## src/rtl/dram_pkg.sv

```systemverilog
package dram_pkg;

   localparam int DQ_W = 16;

   typedef enum logic [2:0] {
      ST_IDLE = 3'd0,
      ST_ROW  = 3'd1,
      ST_COLA = 3'd2,
      ST_COLB = 3'd3,
      ST_OPEN = 3'd4,
      ST_PRE  = 3'd5
   } seq_state_t;

   // Clamp a column-width code to the number of implemented variants.
   function automatic logic [2:0] shift_clamp(input logic [2:0] code, input int n_var);
      if (int'(code) >= n_var) return 3'(n_var - 1);
      return code;
   endfunction

endpackage

```

## src/rtl/dram_addr_split.sv

```systemverilog
module dram_addr_split #(
   parameter int WORD_W     = 23,
   parameter int BASE_SHIFT = 8,
   parameter int N_SHIFTS   = 4,
   parameter int PIN_W      = 11
) (
   input  logic [WORD_W-1:0] word_in,
   input  logic [WORD_W-1:0] word_q,
   input  logic [2:0]        shift_code,
   output logic [WORD_W-1:0] tag_in,
   output logic [PIN_W-1:0]  row_pins,
   output logic [PIN_W-1:0]  col_pins
);
   import dram_pkg::*;

   logic [WORD_W-1:0] tag_v [8];
   logic [PIN_W-1:0]  row_v [8];
   logic [PIN_W-1:0]  col_v [8];
   logic [2:0]        sel;

   for (genvar g = 0; g < 8; g++) begin : g_var
      if (g < N_SHIFTS) begin : g_used
         localparam int S = BASE_SHIFT + g;
         localparam logic [WORD_W-1:0] MASK = (WORD_W'(1) << S) - WORD_W'(1);
         assign tag_v[g] = word_in >> S;
         assign row_v[g] = PIN_W'(word_q >> S);
         assign col_v[g] = PIN_W'(word_q & MASK);
      end else begin : g_unused
         assign tag_v[g] = '0;
         assign row_v[g] = '0;
         assign col_v[g] = '0;
      end
   end

   assign sel      = shift_clamp(shift_code, N_SHIFTS);
   assign tag_in   = tag_v[sel];
   assign row_pins = row_v[sel];
   assign col_pins = col_v[sel];

endmodule

```

## src/rtl/dram_row_track.sv

```systemverilog
module dram_row_track #(
   parameter int WORD_W = 23,
   parameter int IDLE_W = 8
) (
   input  logic              clk,
   input  logic              rst_n,
   input  logic              load_tag,
   input  logic [WORD_W-1:0] tag_in,
   input  logic              idle_tick,
   input  logic              idle_clr,
   input  logic [IDLE_W-1:0] idle_limit,
   output logic              row_hit,
   output logic              idle_expire
);
   logic [WORD_W-1:0] tag_q;
   logic [IDLE_W-1:0] cnt_q;

   always_ff @(posedge clk or negedge rst_n) begin
      if (!rst_n) tag_q <= '0;
      else if (load_tag) tag_q <= tag_in;
   end

   always_ff @(posedge clk or negedge rst_n) begin
      if (!rst_n) cnt_q <= '0;
      else if (idle_clr) cnt_q <= '0;
      else if (idle_tick) cnt_q <= cnt_q + IDLE_W'(1);
   end

   assign row_hit     = (tag_q == tag_in);
   assign idle_expire = idle_tick && (cnt_q >= idle_limit);

   // every open period starts counting from zero
   p_idle_restart_r8: assert property (@(posedge clk) disable iff (!rst_n)
      idle_clr |=> (cnt_q == '0));

   // a freshly stored tag compares equal to the same incoming row
   p_tag_kept_r2: assert property (@(posedge clk) disable iff (!rst_n)
      (load_tag && !idle_clr) |=> (tag_q == $past(tag_in)));

endmodule

```

## src/rtl/dram_seq.sv

```systemverilog
module dram_seq (
   input  logic                clk,
   input  logic                rst_n,
   input  logic                req_valid,
   input  logic                row_hit,
   input  logic                burst_en,
   input  logic                idle_expire,
   output dram_pkg::seq_state_t st,
   output logic                req_ready,
   output logic                accept,
   output logic                load_tag,
   output logic                idle_tick,
   output logic                idle_clr
);
   import dram_pkg::*;

   seq_state_t st_q, st_d;
   logic       pend_q, pend_set;

   always_comb begin
      st_d      = st_q;
      accept    = 1'b0;
      load_tag  = 1'b0;
      idle_tick = 1'b0;
      idle_clr  = 1'b0;
      pend_set  = 1'b0;
      case (st_q)
         ST_IDLE: if (req_valid) begin
            accept   = 1'b1;
            load_tag = 1'b1;
            st_d     = ST_ROW;
         end
         ST_ROW:  st_d = ST_COLA;
         ST_COLA: st_d = ST_COLB;
         ST_COLB: begin
            if (burst_en) begin
               st_d     = ST_OPEN;
               idle_clr = 1'b1;
            end else begin
               st_d = ST_PRE;
            end
         end
         ST_OPEN: begin
            if (req_valid) begin
               accept = 1'b1;
               if (row_hit) begin
                  st_d = ST_COLA;
               end else begin
                  load_tag = 1'b1;
                  pend_set = 1'b1;
                  st_d     = ST_PRE;
               end
            end else begin
               idle_tick = 1'b1;
               if (idle_expire) st_d = ST_PRE;
            end
         end
         ST_PRE:  st_d = pend_q ? ST_ROW : ST_IDLE;
         default: st_d = ST_IDLE;
      endcase
   end

   always_ff @(posedge clk or negedge rst_n) begin
      if (!rst_n) begin
         st_q   <= ST_IDLE;
         pend_q <= 1'b0;
      end else begin
         st_q <= st_d;
         if (pend_set) pend_q <= 1'b1;
         else if (st_q == ST_PRE) pend_q <= 1'b0;
      end
   end

   assign st        = st_q;
   assign req_ready = (st_q == ST_IDLE) || (st_q == ST_OPEN);

   // a queued miss reopens a row straight after its precharge state
   p_miss_reopen_r7: assert property (@(posedge clk) disable iff (!rst_n)
      (st_q == ST_OPEN && accept && !row_hit) |=> (st_q == ST_PRE) ##1 (st_q == ST_ROW));

   // the column setup state always leads into the strobe state
   p_col_pair_r3: assert property (@(posedge clk) disable iff (!rst_n)
      (st_q == ST_COLA) |=> (st_q == ST_COLB));

endmodule

```

## src/rtl/dram_pin_drive.sv

```systemverilog
module dram_pin_drive #(
   parameter int PIN_W = 11
) (
   input  dram_pkg::seq_state_t st,
   input  logic                 write_q,
   input  logic [1:0]           be_q,
   input  logic [PIN_W-1:0]     row_pins,
   input  logic [PIN_W-1:0]     col_pins,
   output logic                 ras_n,
   output logic                 ucas_n,
   output logic                 lcas_n,
   output logic                 we_n,
   output logic                 oe_n,
   output logic                 dq_oe,
   output logic [PIN_W-1:0]     addr
);
   import dram_pkg::*;

   logic row_open, in_col, strobe;

   always_comb begin
      row_open = (st == ST_ROW) || (st == ST_COLA) || (st == ST_COLB) || (st == ST_OPEN);
      in_col   = (st == ST_COLA) || (st == ST_COLB);
      strobe   = (st == ST_COLB);
      ras_n    = !row_open;
      ucas_n   = !(strobe && be_q[1]);
      lcas_n   = !(strobe && be_q[0]);
      we_n     = !(in_col && write_q);
      oe_n     = !(in_col && !write_q);
      dq_oe    = in_col && write_q;
      addr     = (st == ST_ROW) ? row_pins : col_pins;
   end

endmodule

```

## src/rtl/dram_page_ctrl.sv

```systemverilog
module dram_page_ctrl #(
   parameter int WADDR_W    = 23,
   parameter int BASE_SHIFT = 8,
   parameter int N_SHIFTS   = 4,
   parameter int IDLE_W     = 8,
   localparam int PIN_W     = BASE_SHIFT + N_SHIFTS - 1
) (
   input  logic                clk,
   input  logic                rst_n,
   input  logic                cfg_burst_en,
   input  logic [2:0]          cfg_shift,
   input  logic [IDLE_W-1:0]   cfg_idle_limit,
   input  logic                req_valid,
   output logic                req_ready,
   input  logic [WADDR_W-1:0]  req_waddr,
   input  logic                req_write,
   input  logic [1:0]          req_be,
   input  logic [15:0]         req_wdata,
   output logic                rsp_valid,
   output logic [15:0]         rsp_rdata,
   output logic                dram_ras_n,
   output logic                dram_ucas_n,
   output logic                dram_lcas_n,
   output logic                dram_we_n,
   output logic                dram_oe_n,
   output logic [PIN_W-1:0]    dram_addr,
   output logic [15:0]         dram_dq_o,
   output logic                dram_dq_oe,
   input  logic [15:0]         dram_dq_i
);
   import dram_pkg::*;

   if (BASE_SHIFT < 1 || N_SHIFTS < 1 || N_SHIFTS > 8 || WADDR_W < 2 * PIN_W ||
       IDLE_W < 1) begin : g_bad_cfg
      $error("dram_page_ctrl: unsupported parameter combination");
   end

   seq_state_t          st;
   logic                accept, load_tag, idle_tick, idle_clr;
   logic                row_hit, idle_expire;
   logic [WADDR_W-1:0]  waddr_q, tag_in;
   logic                write_q;
   logic [1:0]          be_q;
   logic [DQ_W-1:0]     wdata_q, rdata_q;
   logic                rsp_q;
   logic [PIN_W-1:0]    row_pins, col_pins;

   dram_seq u_seq (
      .clk        (clk),
      .rst_n      (rst_n),
      .req_valid  (req_valid),
      .row_hit    (row_hit),
      .burst_en   (cfg_burst_en),
      .idle_expire(idle_expire),
      .st         (st),
      .req_ready  (req_ready),
      .accept     (accept),
      .load_tag   (load_tag),
      .idle_tick  (idle_tick),
      .idle_clr   (idle_clr)
   );

   dram_addr_split #(
      .WORD_W(WADDR_W), .BASE_SHIFT(BASE_SHIFT), .N_SHIFTS(N_SHIFTS), .PIN_W(PIN_W)
   ) u_split (
      .word_in   (req_waddr),
      .word_q    (waddr_q),
      .shift_code(cfg_shift),
      .tag_in    (tag_in),
      .row_pins  (row_pins),
      .col_pins  (col_pins)
   );

   dram_row_track #(.WORD_W(WADDR_W), .IDLE_W(IDLE_W)) u_track (
      .clk        (clk),
      .rst_n      (rst_n),
      .load_tag   (load_tag),
      .tag_in     (tag_in),
      .idle_tick  (idle_tick),
      .idle_clr   (idle_clr),
      .idle_limit (cfg_idle_limit),
      .row_hit    (row_hit),
      .idle_expire(idle_expire)
   );

   dram_pin_drive #(.PIN_W(PIN_W)) u_pins (
      .st      (st),
      .write_q (write_q),
      .be_q    (be_q),
      .row_pins(row_pins),
      .col_pins(col_pins),
      .ras_n   (dram_ras_n),
      .ucas_n  (dram_ucas_n),
      .lcas_n  (dram_lcas_n),
      .we_n    (dram_we_n),
      .oe_n    (dram_oe_n),
      .dq_oe   (dram_dq_oe),
      .addr    (dram_addr)
   );

   always_ff @(posedge clk or negedge rst_n) begin
      if (!rst_n) begin
         waddr_q <= '0;
         write_q <= 1'b0;
         be_q    <= 2'b00;
         wdata_q <= '0;
      end else if (accept) begin
         waddr_q <= req_waddr;
         write_q <= req_write;
         be_q    <= req_be;
         wdata_q <= req_wdata;
      end
   end

   always_ff @(posedge clk or negedge rst_n) begin
      if (!rst_n) begin
         rsp_q   <= 1'b0;
         rdata_q <= '0;
      end else begin
         rsp_q <= (st == ST_COLB) && !write_q;
         if ((st == ST_COLB) && !write_q) rdata_q <= dram_dq_i;
      end
   end

   assign rsp_valid = rsp_q;
   assign rsp_rdata = rdata_q;
   assign dram_dq_o = wdata_q;

   // column strobes only inside an open row
   p_cas_in_row_r9: assert property (@(posedge clk) disable iff (!rst_n)
      (!dram_ucas_n || !dram_lcas_n) |-> !dram_ras_n);

   // read and write enables are exclusive
   p_we_oe_excl_r9: assert property (@(posedge clk) disable iff (!rst_n)
      !(!dram_we_n && !dram_oe_n));

   // strobe state lasts one state
   p_cas_single_r3: assert property (@(posedge clk) disable iff (!rst_n)
      (!dram_ucas_n || !dram_lcas_n) |=> (dram_ucas_n && dram_lcas_n));

   // column address held from the setup state, row already open
   p_col_hold_r3: assert property (@(posedge clk) disable iff (!rst_n)
      (!dram_ucas_n || !dram_lcas_n) |-> ($stable(dram_addr) && !$past(dram_ras_n)
                                          && $past(dram_ucas_n) && $past(dram_lcas_n)));

   // plain mode closes the row right after the strobe state
   p_plain_close_r1: assert property (@(posedge clk) disable iff (!rst_n)
      (!cfg_burst_en && (!dram_ucas_n || !dram_lcas_n)) |=> dram_ras_n);

   // a row opens only with column strobes quiet
   p_row_open_quiet_r7: assert property (@(posedge clk) disable iff (!rst_n)
      $fell(dram_ras_n) |-> (dram_ucas_n && dram_lcas_n && dram_we_n && dram_oe_n));

   // read response follows the strobe state of a read
   p_rsp_timing_r6: assert property (@(posedge clk) disable iff (!rst_n)
      rsp_valid |-> $past(!dram_oe_n && (!dram_ucas_n || !dram_lcas_n)));

   // a taken request never coincides with a strobe state
   p_ready_quiet_r2: assert property (@(posedge clk) disable iff (!rst_n)
      req_ready |-> (dram_ucas_n && dram_lcas_n));

endmodule

```

## config.mk

```make
export PLATFORM = sky130hd
export DESIGN_NAME = dram_page_ctrl
export DESIGN_NICKNAME = d
export VERILOG_FILES = /design/src/rtl/dram_pkg.sv /design/src/rtl/dram_addr_split.sv /design/src/rtl/dram_row_track.sv /design/src/rtl/dram_seq.sv /design/src/rtl/dram_pin_drive.sv /design/src/rtl/dram_page_ctrl.sv
export SDC_FILE = /design/constraint.sdc
export NUM_CORES = 1
export LEC_CHECK = 0
export ABC_CLOCK_PERIOD_IN_PS = 2600
export BUFFER_PORTS_ARGS = -buffer_cell sky130_fd_sc_hd__buf_2
export CORE_MARGIN = 5
export CORE_UTILIZATION = 35
export CTS_CLUSTER_SIZE = 30
export DETAILED_ROUTE_END_ITERATION = 10
export GPL_ROUTABILITY_DRIVEN = 0
export HOLD_SLACK_MARGIN = 0.05
export SLEW_MARGIN = 20
export SYNTH_ARGS = -nofsm -noshare
export SYNTH_HDL_FRONTEND = slang
export SYNTH_SLANG_ARGS = --single-unit
```

## constraint.sdc

```tcl
create_clock -name clk -period 2.6 [get_ports clk]
set_input_delay 0.39 -clock clk [delete_from_list [all_inputs] [get_ports clk]]
set_output_delay 0.39 -clock clk [all_outputs]
set_load 0.02 [all_outputs]
```

After elaboration in Yosys (flattened, before gate mapping)

Cells that the tools add are included.

Multiplexer cells: 34
Reductions and logical operators: 22
$add $sub $neg: 1
Magnitude comparators: 3
Bitwise gates (word level): 1
Equality and inequality tests: 8

Operators with widths:

| operator                                             | number |
|---|---|
| binary-select mux 23 bit (select 3 bit)              | 1 |
| binary-select mux 11 bit (select 3 bit)              | 2 |
| 2-to-1 mux 11 bit                                    | 5 |
| 2-to-1 mux 23 bit                                    | 2 |
| equality test 23 bit                                 | 1 |
| 2-to-1 mux 3 bit                                     | 6 |
| one-hot mux 3 bit (6 select lines)                   | 1 |
| 2-to-1 mux 8 bit                                     | 2 |
| 2-to-1 mux 1 bit                                     | 14 |
| adder 8 x 1 -> 8 bit (second input constant)         | 1 |
| >= comparator 8 bit                                  | 1 |
| equality test 3 x 2 -> 1 bit (second input constant) | 2 |
| equality test 3 bit (second input constant)          | 2 |
| logical AND 1 bit                                    | 6 |
| zero test 1 bit                                      | 6 |
| logical OR 1 bit                                     | 5 |
| >= comparator 4 bit (second input constant)          | 1 |
| inverter 3 -> 4 bit                                  | 1 |
| nonzero test 2 bit                                   | 2 |
| equality test 3 x 1 -> 1 bit (second input constant) | 1 |
| >= comparator 3 bit (second input constant)          | 1 |
| zero test 3 bit                                      | 1 |
| != test 3 bit (second input constant)                | 1 |
| != test 2 bit (second input constant)                | 1 |
| other kinds (3)                                      | 3 |

Logic and storage cells: 79
Flip-flop bits (word level): 93
Output and inout port bits: 51
Bits of input ports: 73

Depth between registers and ports, before layout

Depth in word-level cells: 12
Gate-level depth with buffers: 10
Mapped depth without buffers: 9

By module

A second synthesis with hierarchy kept.

Cells, all modules: 405
Area, all modules: 5131.2 um^2

Modules (own cells, without submodules):

| module          | sequential area each (um^2) | times used | cells an instance | area each (um^2) |
|---|---|---|---|---|
| dram_page_ctrl  | 1476.4                      | 1          | 125               | 2232.1 |
| dram_row_track  | 775.7                       | 1          | 142               | 1686.6 |
| dram_addr_split | 0.0                         | 1          | 86                | 747.0 |
| dram_seq        | 100.1                       | 1          | 31                | 267.8 |
| dram_pin_drive  | 0.0                         | 1          | 21                | 197.7 |

Worst setup path before layout

Ideal clock, no wire load.

Kind: input to register
From: input port cfg_shift[0]
To: register u_track.tag_q[10]
Library setup time: 0.125 ns
Slack: -0.418 ns
Arrival: 2.893 ns
Cell stages on the path: 10
Cells stage by stage: buf_6 or3b_1 buf_2 a2bb2oi_1 a22oi_2 nand3_1 or4_4 o41ai_4 buf_6 mux2_4

Longest elaborated chain between the ends: 11

Ends and longest elaborated chain:

| what                                                    | RTL line              | text |
|---|---|---|
| start, declared                                         | dram_page_ctrl.sv:11  | `input logic [2:0] cfg_shift,` |
| >= comparator 3 bit                                     | dram_pkg.sv:16        | `if (int'(code) >= n_var) return 3'(n_var - 1);` |
| 2-to-1 mux 1 bit                                        | dram_pkg.sv:16        |  |
| 2-to-1 mux 3 bit *                                      | dram_pkg.sv:17        | `return code;` |
| inverter 3 -> 4 bit (not written as such) *             | dram_addr_split.sv:36 | `assign tag_in = tag_v[sel];` |
| binary-select mux 23 bit (select 3 bit) *               | dram_addr_split.sv:36 |  |
| 2-to-1 mux 23 bit (not written as such) * (2 in series) | dram_addr_split.sv:36 |  |
| equality test 23 bit                                    | dram_row_track.sv:29  | `assign row_hit = (tag_q == tag_in);` |
| 2-to-1 mux 1 bit                                        | dram_seq.sv:46        | `if (row_hit) begin` |
| 2-to-1 mux 1 bit                                        | dram_seq.sv:44        | `if (req_valid) begin` |
| one-hot mux 1 bit (2 select lines)                      | dram_seq.sv:27        | `case (st_q)` |
| end signal, assigned                                    | dram_row_track.sv:20  | `else if (load_tag) tag_q <= tag_in;` |
| end, declared                                           | dram_row_track.sv:15  | `logic [WORD_W-1:0] tag_q;` |

Mark *: on every way between the ends. The rest lies on a longest branch, timed or not. The select of a mux whose other input is x is not followed.
A chain may end at the register's enable or synchronous reset.

Final worst setup path

From: input port cfg_shift[1]
To: register u_track.tag_q[13]

The elaborated chain is that of the path after synthesis.

==> key figures <==
Status
  • Status: completed

STA
  • FMAX: 0.393 GHz
  • Setup TNS: 0 ns
  • Max-slew violation count: 0
  • Min Tclk post-route: roughly 2.5 ns
  • Setup violators final: 0
  • Fin. Hold Viols: 0
  • Worst-Margin Slew: 0.468 ns
  • Tcrit/Tclk final: about 98%
  • Slew HR: roughly 70%
  • Clock skew: 0.00776 ns

Clock tree
  • Cts bufs inserted: 9
  • Clk sinks: 85
  • Root Driver: clkbuf_16
  • Skew-Pair Late Insertion Delay: between 0.3 and 0.4 ns
  • Number of H-tree levels: 3
  • Clock transition at path regs: about 0.07 ns
  • Max clock buf depth: 2
  • CTS tree: done

Power and ir drop
  • Lkg Pwr: 3.18 nW
  • Worst VDD drop: a little under 800 uV
  • Power Density: 1090 nW/um^2
  • Overall power: 7.24 mW

Worst setup path
  • Largest delay contributor family on the critical path: compound AO/OA/AOI/OAI gates
  • CP max stage delay: 0.45 ns
  • WS Path Type: input pin to register
  • CP Capture Type: register
  • FF-to-FF setup slack: 0.10 ns
  • Critical-path cell list: buf_4, buf_6, a21oi_4, o22ai_4, a222oi_1, nand3_1, or4_4, o41ai_4, buf_6, mux2_4
  • CP arrival: ~2.8 ns
  • Peak fanout along the critical path: 8
  • Critical Path Source Type: input pin
  • CP dominant cell by count: buf_6
  • CP bufs+invs: 3
  • Worst Path Required: 2.82 ns
  • Slowest CP cell: or4_4

Floorplanning
  • Die H: 130 um
  • Chip Width: roughly 130 um
  • Io pins: around 120
  • # rows: 43
  • Die area: 16,900 um^2
  • Core Area: 14,000 um^2
  • Initial cell density of the core: a little over a third

Logic synthesis
  • Post-synth top area share: 42.2%
  • Mapped Avg Cell Area: 10.9 um^2
  • Sequential-to-total area share from yosys stat: 42.2%
  • Mapped Nets: 545
  • Number of flops mapped to enable cells by yosys: 0
  • Fraction of registers with async set/reset: 100%
  • Top-count cell post-synth: dfrtp_1
  • Cell area after synthesis: roughly 5000 um^2
  • Flop and latch count out of synthesis: 85
  • Yosys top cell by area: dfrtp_1
  • Top FF cell, synth: dfrtp_1
  • Cell count after synthesis: 463
  • Post-synth cell types: 59
  • Synth top cells by count: dfrtp_1 (85), mux2_2 (67), nand2_1 (44)
  • Synth area leaders: dfrtp_1 (42%), mux2_2 (15%), mux2i_1 (6.2%)
  • Ys Warns: 0

Route
  • Via-per-instance ratio: 5.09
  • Remaining antenna violation count: 0
  • DRT iter0 DRCs: 174
  • Routed wire length: 13,800 um
  • Pre-antenna DRT Iters: 4
  • # DRC: 0
  • Vias: ~4,100
  • Drt wl/cell: 17.0 um

GRT
  • Pin count of the biggest net entering global routing: 54
  • Gr ovfl total: 0
  • First-pass GRT wire length: 22,100 um
  • Vias in the first global route: 4,393
  • Initial antenna violation count: 1
  • Total Routing Usage GR: 16.5%

Layout
  • Layout cells sized above 1: 47.6%
  • Nets@finish: slightly above 700
  • Synthesis-to-finish area growth: 31.6%

Placed design
  • Post-DP HPWL: roughly 11,000 um
  • PortBufs: 123

Job
  • # Max-Cap Violations: 0

Hold path
  • Min-delay worst type: input pin to register
[worst paths after layout]
| check | start | cells after the start | to |
|---|---|---|---|
| min in group asynchronous | rst_n | 2 | waddr_q[8] |
| worst max-delay path | cfg_shift[1] | 10 | u_track.tag_q[13] |
| worst max register to register | u_track.tag_q[2] | 8 | u_track.tag_q[13] |
| max in group asynchronous | rst_n | 3 | waddr_q[17] |
| worst min register to register | rsp_rdata[11] | 1 | rsp_rdata[11] |
| worst min-delay path | req_write | 2 | write_q |
[worst register-to-register path, stage by stage (launching register included)]
cell	delay, ns
dfrtp_1	0.43
inv_2	0.08
a22o_1	0.22
a22oi_2	0.16
o221ai_1	0.15
or4_4	0.52
o41ai_4	0.29
buf_6	0.22
mux2_4	0.31
[layer usage]
layer	up-vias	GRT usage (%)	share of wire (%)
met5	-	0	0
met4	0	7.64	2.6
met3	25	3.40	5.6
met2	112	27.0	49
met1	2013	21.1	43
li1	1976	-	-
[kinds of logic after synthesis]
logic type | share of synthesized area (%)
AOI/OAI and AO/OA | 10.6
xor gates and xnor gates | 5.22
adders and majority gates | 2.24
buffers and inverters | 3.93
DFF | 42.2
muxes | 25.3
and+or+nand+nor | 10.4
[flip-flops by register name (all words and copies together), names as in the netlist, 2 cells and up]
signal and count:
be_q 2, dram_dq_o 16, rsp_rdata 16, u_seq.st 3, u_track.cnt_q 8, u_track.tag_q 15
waddr_q 22
[stage by stage]
stage	hold slack (ns)	std cells	area (um^2)	setup WS [ns]	util, %
floorplan	0.0944	463	5060	-0.279	-
global placement	0.367	785	6130	-0.420	43.8
detailed placement	0.378	785	6130	-0.493	43.8
CTS	0.264	804	6500	0.00736	46.5
global route	0.262	811	6630	-0.00987	47.4
finish	0.272	811	6630	0.0551	47.4
[cells in the final DEF (no fill, tap or decap), types with 4 or more instances in the layout]
master | netlist | routed
nand2b_1 | 5 | 5
mux2_2 | 67 | 63
clkbuf_16 | 0 | 9
buf_4 | 0 | 51
buf_6 | 3 | 7
buf_2 | 4 | 120
a21oi_1 | 14 | 14
nand3_1 | 9 | 9
ha_1 | 9 | 9
dfrtp_1 | 85 | 85
inv_1 | 15 | 14
mux2i_1 | 31 | 28
a2bb2oi_1 | 5 | 5
or3_1 | 4 | 4
mux2_4 | 8 | 12
nand4_1 | 5 | 5
nand2_1 | 44 | 43
xnor2_1 | 13 | 13
xor2_1 | 17 | 17
nor2_1 | 28 | 25
a21o_1 | 4 | 4
o22ai_1 | 9 | 9
o21ai_0 | 9 | 9
[what timing repair did]
item / CTS / global route
pin swaps: 1 / 5
hold buffers: 1 / 0
buffers inserted: 2 / 6
setup endpoints to repair: 14 / 17
endpoints found under the hold margin: 32 / 0
resized for setup: 9 / 22
[report_power, final]
group | switching, mW | total, mW | internal, mW
logic | 1.80 | 3.45 | 1.65
clock network | 0.558 | 1.34 | 0.778
registers | 0.501 | 2.45 | 1.95
[layout make-up]
class / instances / area (um^2)
fillers: 1343 / 7360
multi-input cells: 333 / 2800
flip-flops and latches: 85 / 2130
repair buffers: 181 / 1110
clock buffers: 10 / 239
well taps: 180 / 225
clock inverters: 6 / 68.8
inverters: 15 / 56.3
diodes: 1 / 2.50
Power figures use the tool's default switching activity.
